$ cat config.mk
export PLATFORM = sky130hd
export DESIGN_NAME = tsc_serial_if
export DESIGN_NICKNAME = d
export VERILOG_FILES = /design/src/rtl/tsc_pkg.sv /design/src/rtl/tsc_ctrl_rx.sv /design/src/rtl/tsc_result_tx.sv /design/src/rtl/tsc_panel_drv.sv /design/src/rtl/tsc_serial_if.sv
export SDC_FILE = /design/constraint.sdc
export NUM_CORES = 1
export LEC_CHECK = 0
export ABC_AREA = 1
export BUFFER_PORTS_ARGS = -buffer_cell sky130_fd_sc_hd__buf_2
export CELL_PAD_IN_SITES_DETAIL_PLACEMENT = 1
export CELL_PAD_IN_SITES_GLOBAL_PLACEMENT = 1
export CORE_ASPECT_RATIO = 1.75
export CORE_MARGIN = 2
export CORE_UTILIZATION = 39
export CTS_BUF_LIST = sky130_fd_sc_hd__clkbuf_4 sky130_fd_sc_hd__clkbuf_8 sky130_fd_sc_hd__clkbuf_16
export DETAILED_ROUTE_END_ITERATION = 10
export GPL_TIMING_DRIVEN = 0
export PLACE_DENSITY_LB_ADDON = 0.25
export SLEW_MARGIN = 15
export SYNTH_ARGS = -nofsm -noshare
export SYNTH_HDL_FRONTEND = slang
export SYNTH_SLANG_ARGS = --single-unit
$ cat constraint.sdc
create_clock -name clk -period 1.9 [get_ports clk]
set_input_delay 0.19 -clock clk [delete_from_list [all_inputs] [get_ports clk]]
set_output_delay 0.19 -clock clk [all_outputs]
set_load 0.03 [all_outputs]
$ cat src/rtl/tsc_pkg.sv
package tsc_pkg;
  localparam int CHAN_W = 3;
  localparam logic [CHAN_W-1:0] CH_DRIVE_Y = 3'b001;
  localparam logic [CHAN_W-1:0] CH_DRIVE_X = 3'b101;
  localparam logic [1:0] PD_STAY_ON = 2'b11;

  typedef struct packed {
    logic [CHAN_W-1:0] chan;
    logic              mode;
    logic              ser;
    logic [1:0]        pd;
  } tsc_cfg_t;
endpackage

$ cat src/rtl/tsc_ctrl_rx.sv
module tsc_ctrl_rx
  import tsc_pkg::*;
#(
  parameter int FRAME_CLKS = 24,
  parameter int CTRL_W     = 8,
  parameter int RES_W      = 12,
  parameter int CNT_W      = $clog2(FRAME_CLKS + 1)
) (
  input  logic              clk,
  input  logic              rst,
  input  logic              cs_n,
  input  logic              sdi,
  input  logic              rise,
  output logic [CNT_W-1:0]  cnt,
  output logic              acq_evt,
  output logic [CHAN_W-1:0] acq_chan,
  output logic              hold_evt,
  output tsc_cfg_t          hold_cfg,
  output logic              eoc_evt,
  output tsc_cfg_t          cfg
);
  localparam int CFG_W  = $bits(tsc_cfg_t);
  localparam int ACQ_AT = 1 + CHAN_W;
  localparam int EOC_AT = CTRL_W + RES_W;

  logic [CFG_W-1:0] work;
  logic [CFG_W-1:0] next_word;
  logic             active_rise;

  assign next_word   = {work[CFG_W-2:0], sdi};
  assign active_rise = rise && !cs_n;
  assign acq_chan    = next_word[CHAN_W-1:0];
  assign hold_cfg    = tsc_cfg_t'(next_word);
  assign acq_evt     = active_rise && (cnt == CNT_W'(ACQ_AT - 1));
  assign hold_evt    = active_rise && (cnt == CNT_W'(CTRL_W - 1));
  assign eoc_evt     = active_rise && (cnt == CNT_W'(EOC_AT - 1));

  always_ff @(posedge clk) begin
    if (rst) begin
      cnt  <= '0;
      work <= '0;
      cfg  <= '0;
    end else if (cs_n) begin
      cnt <= '0;
    end else if (rise) begin
      if (cnt == '0) begin
        if (sdi) cnt <= CNT_W'(1);
      end else begin
        work <= next_word;
        if (cnt == CNT_W'(FRAME_CLKS - 1)) cnt <= '0;
        else                              cnt <= cnt + 1'b1;
        if (hold_evt) cfg <= hold_cfg;
      end
    end
  end
endmodule

$ cat src/rtl/tsc_result_tx.sv
module tsc_result_tx #(
  parameter int RES_W   = 12,
  parameter int SHORT_W = 8,
  parameter int CTRL_W  = 8,
  parameter int CNT_W   = 5
) (
  input  logic             clk,
  input  logic             rst,
  input  logic             cs_n,
  input  logic             fall,
  input  logic             hold_evt,
  input  logic [CNT_W-1:0] cnt,
  input  logic             short_mode,
  input  logic [RES_W-1:0] sample,
  output logic             sdo,
  output logic             busy
);
  localparam int IDX_W = $clog2(RES_W + 1) + 1;

  logic [RES_W-1:0] held;
  logic [IDX_W-1:0] idx;
  logic [IDX_W-1:0] len;
  logic             in_data;
  logic             bit_val;

  assign len     = short_mode ? IDX_W'(SHORT_W) : IDX_W'(RES_W);
  assign idx     = IDX_W'(cnt) - IDX_W'(CTRL_W);
  assign in_data = (cnt >= CNT_W'(CTRL_W)) && (idx < len);

  always_comb begin
    bit_val = 1'b0;
    for (int i = 0; i < RES_W; i++) begin
      if (in_data && (idx == IDX_W'(RES_W - 1 - i))) bit_val = held[i];
    end
  end

  always_ff @(posedge clk) begin
    if (rst) begin
      held <= '0;
      sdo  <= 1'b0;
      busy <= 1'b0;
    end else if (cs_n) begin
      sdo  <= 1'b0;
      busy <= 1'b0;
    end else begin
      if (hold_evt) begin
        held <= sample;
        busy <= 1'b1;
      end
      if (fall) begin
        busy <= 1'b0;
        sdo  <= bit_val;
      end
    end
  end
endmodule

$ cat src/rtl/tsc_panel_drv.sv
module tsc_panel_drv
  import tsc_pkg::*;
(
  input  logic              clk,
  input  logic              rst,
  input  logic              cs_n,
  input  logic              acq_evt,
  input  logic [CHAN_W-1:0] acq_chan,
  input  logic              hold_evt,
  input  logic              hold_ser,
  input  logic              eoc_evt,
  input  logic [1:0]        pd,
  output logic              x_en,
  output logic              y_en,
  output logic              ym_en
);
  always_ff @(posedge clk) begin
    if (rst) begin
      x_en  <= 1'b0;
      y_en  <= 1'b0;
      ym_en <= 1'b0;
    end else if (cs_n) begin
      x_en <= 1'b0;
      y_en <= 1'b0;
    end else if (acq_evt) begin
      x_en  <= (acq_chan == CH_DRIVE_X);
      y_en  <= (acq_chan == CH_DRIVE_Y);
      ym_en <= 1'b0;
    end else if (hold_evt && hold_ser) begin
      x_en <= 1'b0;
      y_en <= 1'b0;
    end else if (eoc_evt && (pd != PD_STAY_ON)) begin
      x_en  <= 1'b0;
      y_en  <= 1'b0;
      ym_en <= 1'b1;
    end
  end
endmodule

$ cat src/rtl/tsc_serial_if.sv
module tsc_serial_if
  import tsc_pkg::*;
#(
  parameter int RES_W      = 12,
  parameter int SHORT_W    = 8,
  parameter int CTRL_W     = 8,
  parameter int FRAME_CLKS = 24
) (
  input  logic             clk,
  input  logic             rst,
  input  logic             sclk,
  input  logic             cs_n,
  input  logic             sdi,
  input  logic [RES_W-1:0] sample_in,
  output logic             sdo,
  output logic             sdo_oe,
  output logic             busy,
  output logic             busy_oe,
  output logic             x_drv_en,
  output logic             y_drv_en,
  output logic             ym_drv_en,
  output logic [2:0]       cfg_chan,
  output logic             cfg_mode,
  output logic             cfg_ser,
  output logic [1:0]       cfg_pd
);
  localparam int CNT_W = $clog2(FRAME_CLKS + 1);

  logic              sclk_q;
  logic              rise;
  logic              fall;
  logic [CNT_W-1:0]  cnt;
  logic              acq_evt;
  logic              hold_evt;
  logic              eoc_evt;
  logic [CHAN_W-1:0] acq_chan;
  tsc_cfg_t          hold_cfg;
  tsc_cfg_t          cfg;

  assign rise = sclk && !sclk_q;
  assign fall = !sclk && sclk_q;

  always_ff @(posedge clk) begin
    if (rst) begin
      sclk_q  <= 1'b0;
      sdo_oe  <= 1'b0;
      busy_oe <= 1'b0;
    end else begin
      sclk_q  <= sclk;
      sdo_oe  <= !cs_n;
      busy_oe <= !cs_n;
    end
  end

  tsc_ctrl_rx #(
    .FRAME_CLKS(FRAME_CLKS), .CTRL_W(CTRL_W), .RES_W(RES_W), .CNT_W(CNT_W)
  ) rx_i (
    .clk(clk), .rst(rst), .cs_n(cs_n), .sdi(sdi), .rise(rise), .cnt(cnt),
    .acq_evt(acq_evt), .acq_chan(acq_chan), .hold_evt(hold_evt),
    .hold_cfg(hold_cfg), .eoc_evt(eoc_evt), .cfg(cfg)
  );

  tsc_result_tx #(
    .RES_W(RES_W), .SHORT_W(SHORT_W), .CTRL_W(CTRL_W), .CNT_W(CNT_W)
  ) tx_i (
    .clk(clk), .rst(rst), .cs_n(cs_n), .fall(fall), .hold_evt(hold_evt),
    .cnt(cnt), .short_mode(cfg.mode), .sample(sample_in), .sdo(sdo),
    .busy(busy)
  );

  tsc_panel_drv drv_i (
    .clk(clk), .rst(rst), .cs_n(cs_n), .acq_evt(acq_evt),
    .acq_chan(acq_chan), .hold_evt(hold_evt), .hold_ser(hold_cfg.ser),
    .eoc_evt(eoc_evt), .pd(cfg.pd), .x_en(x_drv_en), .y_en(y_drv_en),
    .ym_en(ym_drv_en)
  );

  assign cfg_chan = cfg.chan;
  assign cfg_mode = cfg.mode;
  assign cfg_ser  = cfg.ser;
  assign cfg_pd   = cfg.pd;
endmodule

==> results of run 1 <==
-- registers in the layout, summed over array words and instances, names as in the netlist --
| signal | count |
|---|---|
| tx_i.held | 12 |
| rx_i.cfg | 7 |
| rx_i.work | 6 |
| rx_i.cnt | 5 |
| busy_oe | 1 |
| drv_i.x_en | 1 |
| drv_i.y_en | 1 |
| drv_i.ym_en | 1 |
| sclk_q | 1 |
| tx_i.busy | 1 |
| tx_i.sdo | 1 |
-- Yosys cell counts (all sizes together) --
| master | n |
|---|---|
| buf | 3 |
| o21a | 1 |
| a211oi | 1 |
| dfxtp | 37 |
| nand2 | 38 |
| ha | 6 |
| nor2 | 51 |
| a21oi | 17 |
| nor3 | 4 |
| nand3 | 6 |
| and3 | 1 |
| a221oi | 1 |
| a21boi | 1 |
| o21ai | 33 |
| inv | 30 |
| a31oi | 1 |
| nand4 | 2 |
| o211ai | 3 |
| clkbuf | 3 |
-- metal layers --
layer  GRT usage [%]  up-vias  part of all wire, %  wire (microns)
met5               0        -                    0               0
li1                -      857                    -               -
met3            3.42        9                  2.2             102
met2            35.2       25                   54            2520
met1            23.2      779                   40            1850
met4            10.6        0                  3.3             154
-- power groups by stage --
stage | sequential, mW | clock (mW) | combinational (mW)
after global placement | 0.804 | 0 | 0.0859
after detailed placement | 0.804 | 0 | 0.0869
after floorplan | 0.805 | 0 | 0.0488
final | 0.784 | 0.576 | 0.0877
after CTS | 0.786 | 0.596 | 0.0880
after global routing | 0.785 | 0.624 | 0.102
-- stage by stage --
stage               instance area [sq um]  setup TNS, ps  utilization (%)
finish                               2080              0             48.0
global route                         2080          -73.4             48.0
CTS                                  2030              0             47.0
detailed placement                   1940          -85.5             44.8
global placement                     1940          -53.7             44.8
floorplan                            1720              0                -
-- layout make-up --
cell class,instances,share of cell area [%]
Buffer,6,1.87
Clock buffer,7,4.04
Clock inverter,1,0.361
Inverter,30,5.42
Multi-Input combinational cell,166,40.5
Sequential cell,37,36.1
Tap cell,51,3.07
Timing Repair Buffer,34,8.67
-- logic make-up (layout without fill, tap and decap cells) --
family                     after synthesis  after routing  share of synthesized area, %
AOI/OAI and AO/OA                       58             58                          18.5
buffers and inverters                   36             78                          8.79
and+or+nand+nor                        102            102                          25.3
DFF                                     37             37                          43.0
adders and majority gates                6              6                          4.36
-- worst min-delay path by stage --
| stage | to |
|---|---|
| floorplan | rx_i.cfg[2] |
| global placement | sclk_q |
| detailed placement | sclk_q |
| CTS | sclk_q |
| global route | sclk_q |
| finish | sclk_q |
-- what timing repair did --
item	4_1_cts	5_1_grt
resized for setup	3	9
setup endpoints to repair	11	9
buffers inserted	0	4
pin swaps	0	1
==> results.cfg, run 1 <==
[run_status]
run_status = completed

[die]
top_level_pins = 31
initial_utilization_pct = 39.8
floorplan.rows = 32
chipWidth_microns = 54.2
floorplan.die_area_sq_um = 4990
die_h_microns = 91.9
core_sq_um = 4320

[setup_path]
critical_path.max_fanout = 10
critPathArrivalTime_ps = 2010
dominant_delay_contributor_by_cell_family_on_the_critical_path = simple AND/OR/NAND/NOR gates
setup.reg_to_reg.worst_slack_ps = 70
timing.critical_path.cells = ha_2 -> nand2_2 -> nor2_2 -> inv_2 -> nor3_4 -> inv_2 -> buf_6 -> o21ai_0 -> a21oi_1
setup.worst_path.start_class = flop
reg2reg_from = rx_i.cnt[1]
setup.worst_path.end_class = flop
critPathCapture = tx_i.held[10]
critical-path-slowest-cell = sky130_fd_sc_hd__dfxtp_1
r2r-end = tx_i.held[10]
path_common_cell = sky130_fd_sc_hd__inv_2
timing.reg2reg.worst_path_depth = 9
critical_path.n_buffers_inverters = 3
slowest_delay_ps = 390
worst-path-stages = 9
worstSetupStartpoint = rx_i.cnt[1]
timing.setup.critical_path_class = flop to flop
timing.critical_path.required_ps = 2080

[timing]
min_period_over_period_pct = 96.3
fin_skew_ps = 11.7
timing_max_transition_violations_final = 0
tightest_slew_ps = 520
finalWorstPathRequiredPeriod_ps = 1830
max_freq_ghz = 0.546
setup_violations = 0
setup_ws_ps = 69.4
unrepaired_setup_endpoints_after_global_routing = true
timing_hold_violations_final = 0
hold_ws_ps = 106
timing.max_slew.rel_slack_pct = 65.2

[synthesis]
yosys-top-cells-area = sky130_fd_sc_hd__dfxtp_1, sky130_fd_sc_hd__nor2_1, sky130_fd_sc_hd__o21ai_0
post_synth_top_area_share_pct = 43.0
seq_cells_post_synth = 37
synthesis.yosys.warnings = 0
netlist_instances = 239
synth.yosys.seq_area_share_pct = 43.0
post_synth_cell_types = 28
syn-mean-instance-area_sq_um = 7.21
post-synth-top-area-cell = sky130_fd_sc_hd__dfxtp_1
synth_nets = 262
synth_area_sq_um = 1720

[pwr]
post-layout-total-power_mw = 1.45
seq_power_share_pct = 54.2
power_frac_clock_pct = 39.8
combinationalPowerShare_pct = 6.1
power.internal_mw = 1.10
p_switching_mw = 0.348
irDropWorstVdd_v = 0.000506
power.density_cell_area_nw_per_um2 = 697
power_leakage_nw = 0.971
swShare_pct = 24.1

[grt]
grt_remaining_overflow = 0
grt_pass1_vias = 1656
initial_antenna_violation_count = 0
grt_start_max_net_pins = 12
grt_pass1_wl_microns = 7510
globalRouteTotalUtil_pct = 20.7

[clock_network]
cts.htree.levels = 2
buffer_levels_on_the_longest_clock_path = 2
cts_tree = done
clock_insertion_delay_worst_skew_ps = 290
cts.sink_count = 37
cts_made_buffers = 5
root_buffer = sky130_fd_sc_hd__clkbuf_8
cts.clk_slew.worst_paths_ps = 80
ctsHoldBuffers = 0

[route]
wl_microns = 4630
detailroute.via_count = 1670
vias_per_cell = 5.03
drc_errors = 0
number_of_iterations_in_the_first_detailed_routing_pass = 4
antenna_left = 0
route.detailed.wl_per_inst_microns = 13.9
detailedRoute.firstIterationViolations = 6

[job]
maxCapViolations = 0

[placed_design]
cell_count_post_placement = 320
placed_wire_length_estimate_after_detailed_placement_microns = 3490
io_buffers = 30
finalWeightedCongestion = 0.808
preCtsSetupSlack_ps = -35.3

[final_layout]
fillers = 592
post_route_cells_drive_above_1_share_pct = 23.8
final_net_count = 303
area_delta_synth_final_pct = 20.6
layout.cells.most_common = sky130_fd_sc_hd__nor2_1
multi_input_comb_area_sq_um = 841
layout.area.seq_sq_um = 749
final_cell_mix = sky130_fd_sc_hd__nor2_1, sky130_fd_sc_hd__nand2_1, sky130_fd_sc_hd__dfxtp_1
antenna_cells = 0
final_cell_count_no_fill = 332

[hold_path]
worst_hold_path.num_cells = 2
hold_class = primary input to flop
holdCritStartpoint = rst
Note: power is estimated with default switching activity, not from simulation.
==> run 2, diff against run 1 <==
--- a/config.mk
+++ b/config.mk
@@ -5,16 +5,17 @@
 export SDC_FILE = /design/constraint.sdc
 export NUM_CORES = 1
 export LEC_CHECK = 0
-export ABC_AREA = 1
+export ABC_AREA = 0
 export BUFFER_PORTS_ARGS = -buffer_cell sky130_fd_sc_hd__buf_2
 export CELL_PAD_IN_SITES_DETAIL_PLACEMENT = 1
 export CELL_PAD_IN_SITES_GLOBAL_PLACEMENT = 1
 export CORE_ASPECT_RATIO = 1.75
 export CORE_MARGIN = 2
-export CORE_UTILIZATION = 39
+export CORE_UTILIZATION = 41
 export CTS_BUF_LIST = sky130_fd_sc_hd__clkbuf_4 sky130_fd_sc_hd__clkbuf_8 sky130_fd_sc_hd__clkbuf_16
 export DETAILED_ROUTE_END_ITERATION = 10
 export GPL_TIMING_DRIVEN = 0
+export MAX_ROUTING_LAYER = met4
 export PLACE_DENSITY_LB_ADDON = 0.25
 export SLEW_MARGIN = 15
 export SYNTH_ARGS = -nofsm -noshare
==> run 2 against run 1 <==
Design area is 3.2% higher. Fmax is 0.26% lower. Wire length is 7.6% lower. Sequential share of layout area is 1.2 points lower. Clock skew is 4.4 ps lower. Global-route usage is 0.11 points lower. Via count is 9.1% lower. Sequential cell count stayed put. Non-clock buffer count is 2 higher. First-iteration DRC count grew to 4.3 times the previous value. Die area is 2.6% lower. Critical path depth is 3 lower.
==> results.cfg, run 2 <==
[synthesis]
post_synth_top_area_share_pct = 42.1
yosys-top-cells-area = sky130_fd_sc_hd__dfxtp_1, sky130_fd_sc_hd__mux2i_1, sky130_fd_sc_hd__nor2_1
synth.yosys.seq_area_share_pct = 42.1
post-synth-top-area-cell = sky130_fd_sc_hd__dfxtp_1
count_of_flip_flops_with_a_built_in_enable_after_synthesis = 0
yosys.cell_count.top_type = sky130_fd_sc_hd__dfxtp_1
netlist_instances = 193
synthesis.yosys.warnings = 0
synth-main-ff-cell = sky130_fd_sc_hd__dfxtp_1
syn-mean-instance-area_sq_um = 9.12
seq_cells_post_synth = 37
post_synth_cell_types = 48
post_synth_most_frequent_cells = sky130_fd_sc_hd__dfxtp_1, sky130_fd_sc_hd__nor2_1, sky130_fd_sc_hd__mux2i_1
ys_async_sr_fraction_pct = 0
synth_nets = 216
synth_area_sq_um = 1760

[clock_network]
cts_tree = done
cts.htree.levels = 2
cts.clk_slew.worst_paths_ps = 70
buffer_levels_on_the_longest_clock_path = 2
root_buffer = sky130_fd_sc_hd__clkbuf_8
ctsHoldBuffers = 0
cts.sink_count = 37
cts_made_buffers = 5
clock_insertion_delay_worst_skew_ps = 290

[final_layout]
final_cell_mix = sky130_fd_sc_hd__dfxtp_1, sky130_fd_sc_hd__buf_2, sky130_fd_sc_hd__nor2_1
final_net_count = 254
layout.cells.most_common = sky130_fd_sc_hd__dfxtp_1
final_core_util_pct = 51.6
antenna_cells = 0
fillers = 512
largest_reg_flops = 12
final_cell_count_no_fill = 281
area_delta_synth_final_pct = 21.7
largest-register = tx_i.held
largest_registers = tx_i.held (12), rx_i.cfg (7), rx_i.work (6)
post_route_cells_drive_above_1_share_pct = 25.4

[hold_path]
hold_class = primary input to flop

[grt]
grt_pass1_wl_microns = 7340
initial_antenna_violation_count = 0
grt_pass1_vias = 1641
grt_start_max_net_pins = 12
grt_remaining_overflow = 0
globalRouteTotalUtil_pct = 20.6

[die]
floorplan.die_area_sq_um = 4850
chipWidth_microns = 53.5
core_sq_um = 4150
top_level_pins = 31
floorplan.rows = 31
die_h_microns = 90.7
initial_utilization_pct = 42.4

[setup_path]
timing.setup.critical_path_class = flop to flop
critical_path.max_fanout = 8
critical-path-slowest-cell = sky130_fd_sc_hd__or3b_2
critPathArrivalTime_ps = 1990
setup.worst_path.start_class = flop
slowest_delay_ps = 440
timing.critical_path.cells = buf_4 -> ha_4 -> or3b_2 -> a32o_1 -> a31oi_1 -> a311oi_1
setup.worst_path.end_class = flop
timing.critical_path.required_ps = 2050

[timing]
setup_violations = 0
unrepaired_setup_endpoints_after_global_routing = true
fin_setup_tns_ps = 0
finalWorstPathRequiredPeriod_ps = 1840
timing_max_transition_violations_final = 0
setup_ws_ps = 64.7
timing.max_slew.rel_slack_pct = 67.0
hold_ws_ps = 128
timing_hold_violations_final = 0
fin_skew_ps = 7.21
tightest_slew_ps = 494
max_freq_ghz = 0.545
min_period_over_period_pct = 96.6

[route]
drc_errors = 0
route.detailed.wl_per_inst_microns = 15.2
detailroute.via_count = 1518
detailedRoute.firstIterationViolations = 26
wl_microns = 4280
antenna_left = 0
number_of_iterations_in_the_first_detailed_routing_pass = 4
vias_per_cell = 5.40

[pwr]
power_leakage_nw = 0.974
power.density_cell_area_nw_per_um2 = 741
irDropWorstVdd_v = 0.000616

[placed_design]
finalWeightedCongestion = 0.791
io_buffers = 29
preCtsSetupSlack_ps = -170
placed_wire_length_estimate_after_detailed_placement_microns = 3260
cell_count_post_placement = 271

[run_status]
run_status = completed

[job]
maxCapViolations = 0
## run 2: cell types whose count changed in the layout (fill, tap and decap cells not counted), moves of 5 or more
cell and change:
sky130_fd_sc_hd__inv_1 -17, sky130_fd_sc_hd__mux2i_1 +20, sky130_fd_sc_hd__nand2_1 -25, sky130_fd_sc_hd__nand2b_1 +5
sky130_fd_sc_hd__nor2_1 -23, sky130_fd_sc_hd__o21ai_0 -29
## run 2: timing repair
| item | in CTS | in global routing |
|---|---|---|
| endpoints found under the hold margin | 0 | 0 |
| buffers inserted | 0 | 2 |
| gates resized for setup | 10 | 4 |
| endpoints found under the setup margin | 29 | 20 |
| pin swaps | 0 | 2 |
## run 2: through the flow
step	total power [mW]	area [sq um]
5_1_grt	1.66	2140
3_5_place_dp	0.884	1970
3_3_place_gp	0.884	1970
4_1_cts	1.61	2120
2_1_floorplan	0.848	1760
6_report	1.59	2140
## run 2: layout make-up
type,count,area (sq um),share of cell area [%]
plain buffers,11,67.6,3.15
clock buffers,7,90.1,4.20
clock inverters,1,30.0,1.40
inverters,9,33.8,1.58
multi-input cells,136,952,44.4
flip-flops and latches,37,748,34.9
well taps,49,61.3,2.86
repair buffers,31,160,7.47
## run 2: cells by family (layout without fill, tap and decap cells)
group / after synthesis / in the layout / synth area share (%)
compound gates: 38 / 38 / 14.7
simple gates: 71 / 71 / 21.7
flops: 37 / 37 / 42.1
fa+ha+maj: 6 / 6 / 4.26
buf+inv: 20 / 59 / 5.26
mux: 21 / 21 / 12.0
## run 2: worst max-delay path, delay by kind of cell (launching register included)
family,cells,cell delay (ps)
AOI/OAI and AO/OA,3,560
adders and majority gates,1,180
buffers and inverters,1,150
DFF,1,370
and+or+nand+nor,1,440
## run 2: worst paths after layout
kind,cells after the start,slack [ps],end,from
hold reg to reg,2,450,tx_i.busy,tx_i.busy
setup / recovery,6,60,tx_i.sdo,rx_i.cnt[1]
setup reg to reg,6,60,tx_i.sdo,rx_i.cnt[1]
hold / removal,3,130,tx_i.held[5],sample_in[5]
## run 2: report_power, final
| part | total, mW | switching, mW | internal [mW] | leakage, nW |
|---|---|---|---|---|
| Clock | 0.723 | 0.281 | 0.442 | 0.0619 |
| Combinational | 0.0855 | 0.0508 | 0.0347 | 0.612 |
| Sequential | 0.780 | 0.00418 | 0.776 | 0.300 |
## run 2: metal layers
| layer | GRT usage [%] | wire length, microns | up-vias |
|---|---|---|---|
| li1 | - | - | 755 |
| met1 | 20.2 | 1640 | 729 |
| met2 | 37.7 | 2440 | 27 |
| met3 | 4.64 | 117 | 7 |
| met4 | 6.20 | 79 | 0 |
| met5 | - | 0 | - |
